--- src/rtl/flash_csr_pkg.sv ---
package flash_csr_pkg;

  localparam int DATA_W    = 32;
  localparam int LANES     = DATA_W / 8;

  // Bit positions that software decodes
  localparam int BOOT_BIT  = 29;
  localparam int DONE_BIT  = 28;
  localparam int RDY_BIT   = 27;
  localparam int FORCE_BIT = 26;
  localparam int WIDE_BIT  = 25;

  localparam int CTL_LANE  = BOOT_BIT / 8;

  typedef struct packed {
    logic             rdHit;
    logic [LANES-1:0] wrLane;
  } csrStrobe_t;

endpackage

--- src/rtl/flash_csr_ctrl.sv ---
module flash_csr_ctrl
  import flash_csr_pkg::*;
#(
  parameter int               ADDR_W   = 16,
  parameter logic [ADDR_W-1:0] REG_ADDR = 16'h7000
) (
  input  logic [ADDR_W-1:0] busAddr,
  input  logic              busRd,
  input  logic              busWr,
  input  logic [LANES-1:0]  busBe,
  output csrStrobe_t        stb
);

  logic addrHit;

  always_comb begin
    addrHit    = (busAddr == REG_ADDR);
    stb.rdHit  = busRd & addrHit;
  end

  genvar gl;
  generate
    for (gl = 0; gl < LANES; gl++) begin : g_lane
      assign stb.wrLane[gl] = busWr & addrHit & busBe[gl];
    end
  endgenerate

endmodule

--- src/rtl/flash_csr_dp.sv ---
module flash_csr_dp
  import flash_csr_pkg::*;
#(
  parameter int   SYNC_STAGES = 2,
  parameter logic BOOT_RST    = 1'b1
) (
  input  logic              clk,
  input  logic              rstN,
  input  csrStrobe_t        stb,
  input  logic [DATA_W-1:0] busWdata,
  input  logic              flashReady,
  output logic [DATA_W-1:0] rdDataQ,
  output logic              wide16Sel,
  output logic              readyForce,
  output logic              bootRomEn
);

  // Ready synchronizer; idle level (1) on reset so no event is seen at start-up
  logic [SYNC_STAGES-1:0] syncQ;
  logic                   readyLvl;
  logic                   prevQ;
  logic                   riseEv;

  generate
    if (SYNC_STAGES == 1) begin : g_sync1
      always_ff @(posedge clk or negedge rstN)
        if (!rstN) syncQ <= '1;
        else       syncQ <= flashReady;
    end else begin : g_syncN
      always_ff @(posedge clk or negedge rstN)
        if (!rstN) syncQ <= '1;
        else       syncQ <= {syncQ[SYNC_STAGES-2:0], flashReady};
    end
  endgenerate

  assign readyLvl = syncQ[SYNC_STAGES-1];

  always_ff @(posedge clk or negedge rstN)
    if (!rstN) prevQ <= 1'b1;
    else       prevQ <= readyLvl;

  assign riseEv = readyLvl & ~prevQ;

  // Sticky done flag: a set wins over a clearing read
  logic doneQ;
  always_ff @(posedge clk or negedge rstN)
    if (!rstN)          doneQ <= 1'b0;
    else if (riseEv)    doneQ <= 1'b1;
    else if (stb.rdHit) doneQ <= 1'b0;

  // Writable controls, all in one byte lane
  logic bootQ, forceQ, wideQ;
  always_ff @(posedge clk or negedge rstN)
    if (!rstN) begin
      bootQ  <= BOOT_RST;
      forceQ <= 1'b0;
      wideQ  <= 1'b0;
    end else if (stb.wrLane[CTL_LANE]) begin
      bootQ  <= busWdata[BOOT_BIT];
      forceQ <= busWdata[FORCE_BIT];
      wideQ  <= busWdata[WIDE_BIT];
    end

  assign bootRomEn  = bootQ;
  assign readyForce = forceQ;
  assign wide16Sel  = wideQ;

  logic [DATA_W-1:0] regVal;
  always_comb begin
    regVal            = '0;
    regVal[BOOT_BIT]  = bootQ;
    regVal[DONE_BIT]  = doneQ;
    regVal[RDY_BIT]   = readyLvl;
    regVal[FORCE_BIT] = forceQ;
    regVal[WIDE_BIT]  = wideQ;
  end

  always_ff @(posedge clk or negedge rstN)
    if (!rstN)          rdDataQ <= '0;
    else if (stb.rdHit) rdDataQ <= regVal;
    else                rdDataQ <= '0;

  logic wdataUnused;
  assign wdataUnused = ^{busWdata, stb.wrLane};


  done_set_chk: assert property (@(posedge clk) disable iff (!rstN)
    riseEv |=> doneQ);


  done_clr_chk: assert property (@(posedge clk) disable iff (!rstN)
    (stb.rdHit && !riseEv) |=> !doneQ);


  done_hold_chk: assert property (@(posedge clk) disable iff (!rstN)
    (!riseEv && !stb.rdHit) |=> $stable(doneQ));


  ctl_hold_chk: assert property (@(posedge clk) disable iff (!rstN)
    !stb.wrLane[CTL_LANE] |=> $stable({bootRomEn, readyForce, wide16Sel}));


  rdata_idle_chk: assert property (@(posedge clk) disable iff (!rstN)
    !stb.rdHit |=> (rdDataQ == '0));

endmodule

--- src/rtl/flash_csr.sv ---
module flash_csr
  import flash_csr_pkg::*;
#(
  parameter int                ADDR_W      = 16,
  parameter logic [ADDR_W-1:0] REG_ADDR    = 16'h7000,
  parameter int                SYNC_STAGES = 2,
  parameter logic              BOOT_RST    = 1'b1
) (
  input  logic              clk,
  input  logic              rstN,
  input  logic [ADDR_W-1:0] busAddr,
  input  logic              busRd,
  input  logic              busWr,
  input  logic [31:0]       busWdata,
  input  logic [3:0]        busBe,
  output logic [31:0]       busRdata,
  input  logic              flashReady,
  output logic              wide16Sel,
  output logic              readyForce,
  output logic              bootRomEn
);

  csrStrobe_t stb;

  flash_csr_ctrl #(.ADDR_W(ADDR_W), .REG_ADDR(REG_ADDR)) i_ctrl (
    .busAddr (busAddr),
    .busRd   (busRd),
    .busWr   (busWr),
    .busBe   (busBe),
    .stb     (stb)
  );

  flash_csr_dp #(.SYNC_STAGES(SYNC_STAGES), .BOOT_RST(BOOT_RST)) i_dp (
    .clk        (clk),
    .rstN       (rstN),
    .stb        (stb),
    .busWdata   (busWdata),
    .flashReady (flashReady),
    .rdDataQ    (busRdata),
    .wide16Sel  (wide16Sel),
    .readyForce (readyForce),
    .bootRomEn  (bootRomEn)
  );

endmodule

--- config.mk ---
export PLATFORM = sky130hd
export DESIGN_NAME = flash_csr
export DESIGN_NICKNAME = d
export VERILOG_FILES = /design/src/rtl/flash_csr_pkg.sv /design/src/rtl/flash_csr_ctrl.sv /design/src/rtl/flash_csr_dp.sv /design/src/rtl/flash_csr.sv
export SDC_FILE = /design/constraint.sdc
export NUM_CORES = 1
export LEC_CHECK = 0
export BUFFER_PORTS_ARGS = -buffer_cell sky130_fd_sc_hd__clkbuf_2
export CORE_UTILIZATION = 34
export DETAILED_ROUTE_END_ITERATION = 8
export GPL_TIMING_DRIVEN = 1
export HOLD_SLACK_MARGIN = 0.1
export PLACE_DENSITY = 0.87
export SYNTH_ARGS = -nofsm -noshare
export SYNTH_HDL_FRONTEND = slang
export SYNTH_SLANG_ARGS = --single-unit
--- constraint.sdc ---
create_clock -name clk -period 1.18 [get_ports clk]
set_input_delay 0.118 -clock clk [delete_from_list [all_inputs] [get_ports clk]]
set_output_delay 0.118 -clock clk [all_outputs]
set_load 0.02 [all_outputs]
==> out/qor.txt, run 1 <==
CTS buffer count: 3
Critical path fanouts, max: 3
Routed wire length: 1040 um
Setup TNS: 0 ps
Static Leak: 0.495 nW
Hold slack: 168 ps
Boundary Pins: 92
Largest stage delay on the critical path: 550 ps
Post-CTS setup buffer count: 0
Dpl hpwl: 889 um
First-pass GRT wire length: 1590 um
Reg2reg start: i_dp.syncQ[1]
Nets: 160
Setup crit end kind: output port
#FFs+latches synth: 12
Count of input and output buffers: 32
Full die area: 2310 um^2
Top cell type by total area after synthesis: buf_4
Slew Viols, Final: 0
Antenna violations before repair: 0
Critical path depth: 1
Buffers & Inverters on Critical Path: 1
Routability congestion estimate: 0.614
Cell Area, Synth: 721 um^2
Crit path DAT: 980 ps
Final setup viols: 0
Crit Path Category: register to output port
DRC: 0
# Max-Cap Violations: 0
Routed WL per cell: 8.05 um
Post-Layout Cell Count: 129
Layout cells sized above 1: 48.0%
Worst Hold Class: input pin to register
F_max: 911 MHz
Vias: 463
Mapped Cells: 61
Initial DRC count: 0
Number of fill cells in the layout: 172
Final Critical Period: 1100 ps
# diodes: 0
Vias in the first global route: 391
Yosys cell types: 17
Top delay family on crit path: flip-flops
Synth Warn #: 0
Vias/cell: 3.59
Synth top area cells: buf_4, dfrtp_1, dfstp_2
H-tree Lvls: 1
Outcome: finished clean
Die Ht: 48.0 um
Post-synth EDFFs: 0
Main synth FF type: dfrtp_1
Final Util: 45.7%
Die Width: 48.0 um
Tcrit/Tclk final: 93.0%
PostCTS Resize Cnt: 0
Number of routed nets with antenna violations: 0
Post-placement cell count: 119
Critical path required time: 1060 ps
Clk root buf: clkbuf_4
Slowest cell on crit path: dfstp_2
Area grow syn2layout: 25.7%
DR pass1 iterations: 1
Global Route Usage Sum: 10.4%
Final Skew: 3.46 ps
Final Power: 0.898 mW
Worst-skew pair later-pin latency: 270 ps
Sequential fraction of the synthesis area: 42.4%
Longest Clk Path Bufs: 2
Num rows: 16
CP cell instances: clkbuf_2
Ys async rst share: 100%
Hold_sp: busAddr[10]
RSZ-0062 raised after global routing: false
Largest net degree at the start of global routing: 13
Crit path from: i_dp.bootRomEn
Core box area: 1980 um^2
FF-to-FF path depth: 2
Clock Pin Slew Worst Setup and Hold Paths: 70 ps
Worst VDD drop: 0.430 mV
Register area: 305 um^2
CTS tree: done
Hold Path Stages: 4
Startpoint Class: register
Multi-input logic area: 303 um^2
Final hold violation count: 0
Clock sinks: 12
Total congestion overflow: 0
Post-synth top cells: buf_4, dfrtp_1, and2_1, dfstp_2, mux2_4
PD cells: 991 nW/um^2
Mean post-synth cell area: 11.8 um^2
Starting Density: 36.4%
Area share of the largest cell type after synthesis: 28.1%
Most frequent cell after synthesis: buf_4
-- what timing repair did --
action | in CTS | in global routing
hold buffers | 6 | 0
endpoints found under the hold margin | 17 | 0
endpoints found under the setup margin | 0 | 0
-- cell type report --
class / instances / area share (%)
multi-input combinational: 46 / 33.4
timing repair buffer: 38 / 24.3
tap: 27 / 3.73
sequential: 12 / 33.7
inverter: 2 / 0.829
clock buffer: 4 / 4.01
-- stage by stage --
stage | area, um^2 | setup WS [ps]
2_1_floorplan | 818 | 21.4
3_3_place_gp | 810 | -128
3_5_place_dp | 810 | -165
4_1_cts | 906 | 70.6
5_1_grt | 906 | 39.5
6_report | 906 | 82.7
-- power breakdown --
part	internal, mW	total [mW]	switching, mW
combinational	0.0496	0.161	0.111
clock	0.187	0.315	0.128
sequential	0.421	0.422	0.00171
total	0.658	0.898	0.241
-- routing by layer --
layer | vias up | wire length, um | GRT usage [%]
met1 | 212 | 351 | 11.0
li1 | 227 | - | -
met4 | 0 | 0 | 6.11
met5 | - | 0 | 0
met3 | 0 | 88 | 3.77
met2 | 24 | 598 | 17.6
-- cell usage in the layout (no fill, tap or decap), drive strengths merged --
master	n
mux2	3
inv	2
dlygate4sd3	6
dfrtp	8
clkbuf	36
nor3	1
and4bb	1
and2	4
nor4	2
nand4	2
dfstp	4
nor4b	1
o21ai	2
conb	27
nor2	2
nand2	1
-- logic make-up after synthesis --
group / count (synthesis) / share of synthesized area, %
and+or+nand+nor: 14 / 20.3
AOI/OAI and AO/OA: 2 / 1.39
DFF: 12 / 42.4
muxes: 3 / 6.25
other: 1 / 0.520
buffers and inverters: 29 / 29.2
-- flip-flops by register name, summed over array words and instances, names as in the netlist --
signal,cells
i_dp.rdDataQ,5
i_dp.syncQ,2
i_dp.bootRomEn,1
i_dp.doneQ,1
i_dp.prevQ,1
i_dp.readyForce,1
i_dp.wide16Sel,1
-- worst paths after layout --
kind,end,slack (ps)
min in group asynchronous,i_dp.rdDataQ[28],260
worst min-delay path,i_dp.rdDataQ[27],170
worst max register to register,i_dp.rdDataQ[27],370
max in group asynchronous,i_dp.syncQ[0],640
worst min register to register,i_dp.syncQ[1],360
worst max-delay path,bootRomEn,80
Power figures use the tool's default switching activity.
==> run 2, diff against run 1 <==
- SETUP_SLACK_MARGIN: unset -> 0.2
==> out/qor.txt, run 2 (synthesis results as in run 1) <==
Initial DRC count: 5 (+5)
F_max: 928 MHz (+1.8%)
Boundary Pins: 92 (unchanged)
Vias: 497 (+7.3%)
Most common cell after layout, fill and taps aside: clkbuf_2
Max reg flops: 5 (unchanged)
Count of input and output buffers: 32 (unchanged)
Tcrit/Tclk final: 91.3% (-1.6 points)
Worst VDD drop: 0.421 mV (-2.2%)
Num rows: 16 (unchanged)
Routability congestion estimate: 0.637 (+3.7%)
Total congestion overflow: 0 (unchanged)
Routed wire length: 1190 um (+14%)
CTS buffer count: 3 (unchanged)
Post-placement cell count: 119 (unchanged)
Critical path fanouts, max: 3 (unchanged)
Vias in the first global route: 444 (+14%)
Crit path DAT: 1220 ps (+240 ps)
Worst Hold Class: input pin to async pin
Largest net degree at the start of global routing: 13 (unchanged)
Clock Pin Slew Worst Setup and Hold Paths: 70 ps (about the same)
# Max-Cap Violations: 0 (unchanged)
Most frequent cells in the layout: clkbuf_2, conb_1, dfrtp_1
Clk root buf: clkbuf_4
Static Leak: 0.520 nW (+5.2%)
Number of routed nets with antenna violations: 0 (unchanged)
Register area: 305 um^2 (unchanged)
# diodes: 0 (unchanged)
Top Registers: i_dp.rdDataQ x5, i_dp.syncQ x2
Number of fill cells in the layout: 189 (+9.9%)
Die Ht: 48.0 um (unchanged)
Layout cells sized above 1: 50.5% (+2.4 points)
Setup crit end kind: register
Core box area: 1980 um^2 (unchanged)
First-pass GRT wire length: 1660 um (+4.3%)
Final Critical Period: 1080 ps (-19.3 ps)
Crit Path Category: input pin to register
Clock sinks: 12 (unchanged)
Worst-skew pair later-pin latency: 260 ps (about the same)
Routed WL per cell: 8.85 um (+10%)
CTS tree: done
DR pass1 iterations: 4 (+3)
Post-Layout Cell Count: 134 (+3.9%)
H-tree Lvls: 1 (unchanged)
Final Util: 48.4% (+2.7 points)
Starting Density: 36.4% (unchanged)
DRC: 0 (unchanged)
Dpl hpwl: 901 um (+1.3%)
Die Width: 48.0 um (unchanged)
Antenna violations before repair: 0 (unchanged)
Full die area: 2310 um^2 (unchanged)
Final setup viols: 0 (unchanged)
Outcome: finished clean
PD cells: 876 nW/um^2 (-12%)
Area grow syn2layout: 33.0%
Critical path required time: 1320 ps (+260 ps)
Slew Viols, Final: 0 (unchanged)
Global Route Usage Sum: 10.7% (+0.31 points)
RSZ-0062 raised after global routing: true
Top reg by flops: i_dp.rdDataQ
Multi-input logic area: 305 um^2 (+0.83%)
Final Skew: 3.95 ps (+0.485 ps)
Final hold violation count: 0 (unchanged)
Longest Clk Path Bufs: 2 (unchanged)
Vias/cell: 3.71 (+3.3%)
Nets: 165 (+3.1%)
Startpoint Class: input pin
## run 2: repair_timing
| action | in CTS | in global routing |
|---|---|---|
| hold buffers | 6 | 0 |
| pin swaps | 0 | 5 |
| endpoints found under the setup margin | 4 | 8 |
| buffers inserted | 2 | 3 |
| gates resized for setup | 2 | 5 |
| endpoints found under the hold margin | 17 | 0 |
## run 2: worst paths after layout
path                                      from  slack (ps)          endpoint  depth (start not counted)
worst max-delay path                busAddr[0]         100    i_dp.wide16Sel                          5
worst min-delay path                      rstN         260        i_dp.doneQ                          2
worst max register to register  i_dp.bootRomEn         340    i_dp.bootRomEn                          2
worst min register to register   i_dp.syncQ[0]         360     i_dp.syncQ[1]                          0
max in group asynchronous                 rstN         650     i_dp.syncQ[1]                          2
min in group clk                    busAddr[1]         310  i_dp.rdDataQ[27]                          5
## run 2: stage by stage
stage	power, mW	hold WS [ps]	cell area [um^2]	TNS (ps)	setup slack (ps)
final	0.840	257	958	0	102
after global routing	0.891	294	958	0	77.5
after CTS	0.841	165	920	0	116
after detailed placement	0.575	8.20	810	-399	-153
after global placement	0.573	-0.988	810	-318	-121
after floorplan	0.586	-178	818	0	47.0
## run 2: critical path, cell delays in order
cell and delay, ps:
buf_6 90, nor4b_4 300, nand4_2 190, nor2_4 200
mux2_4 320
## run 2: power breakdown
group,switching (mW),internal (mW)
logic,0.114,0.0568
registers,0.00169,0.421
clock network,0.116,0.130
total,0.232,0.608
## run 2: metal layers
layer | part of all wire, % | wire [um] | vias to the layer above | global-route usage [%]
li1 | - | - | 243 | -
met5 | 0 | 0 | - | 0
met1 | 36 | 430 | 231 | 9.59
met3 | 5.9 | 70 | 0 | 3.77
met4 | 0 | 0 | 0 | 7.22
met2 | 58 | 685 | 23 | 19.7
## run 2: area by class of cell
cell class              instances  share of cell area, %
inverters                       2                  0.783
clock buffers                   4                   2.74
flip-flops and latches         12                   31.9
repair buffers                 43                   29.2
multi-input cells              46                   31.9
well taps                      27                   3.52
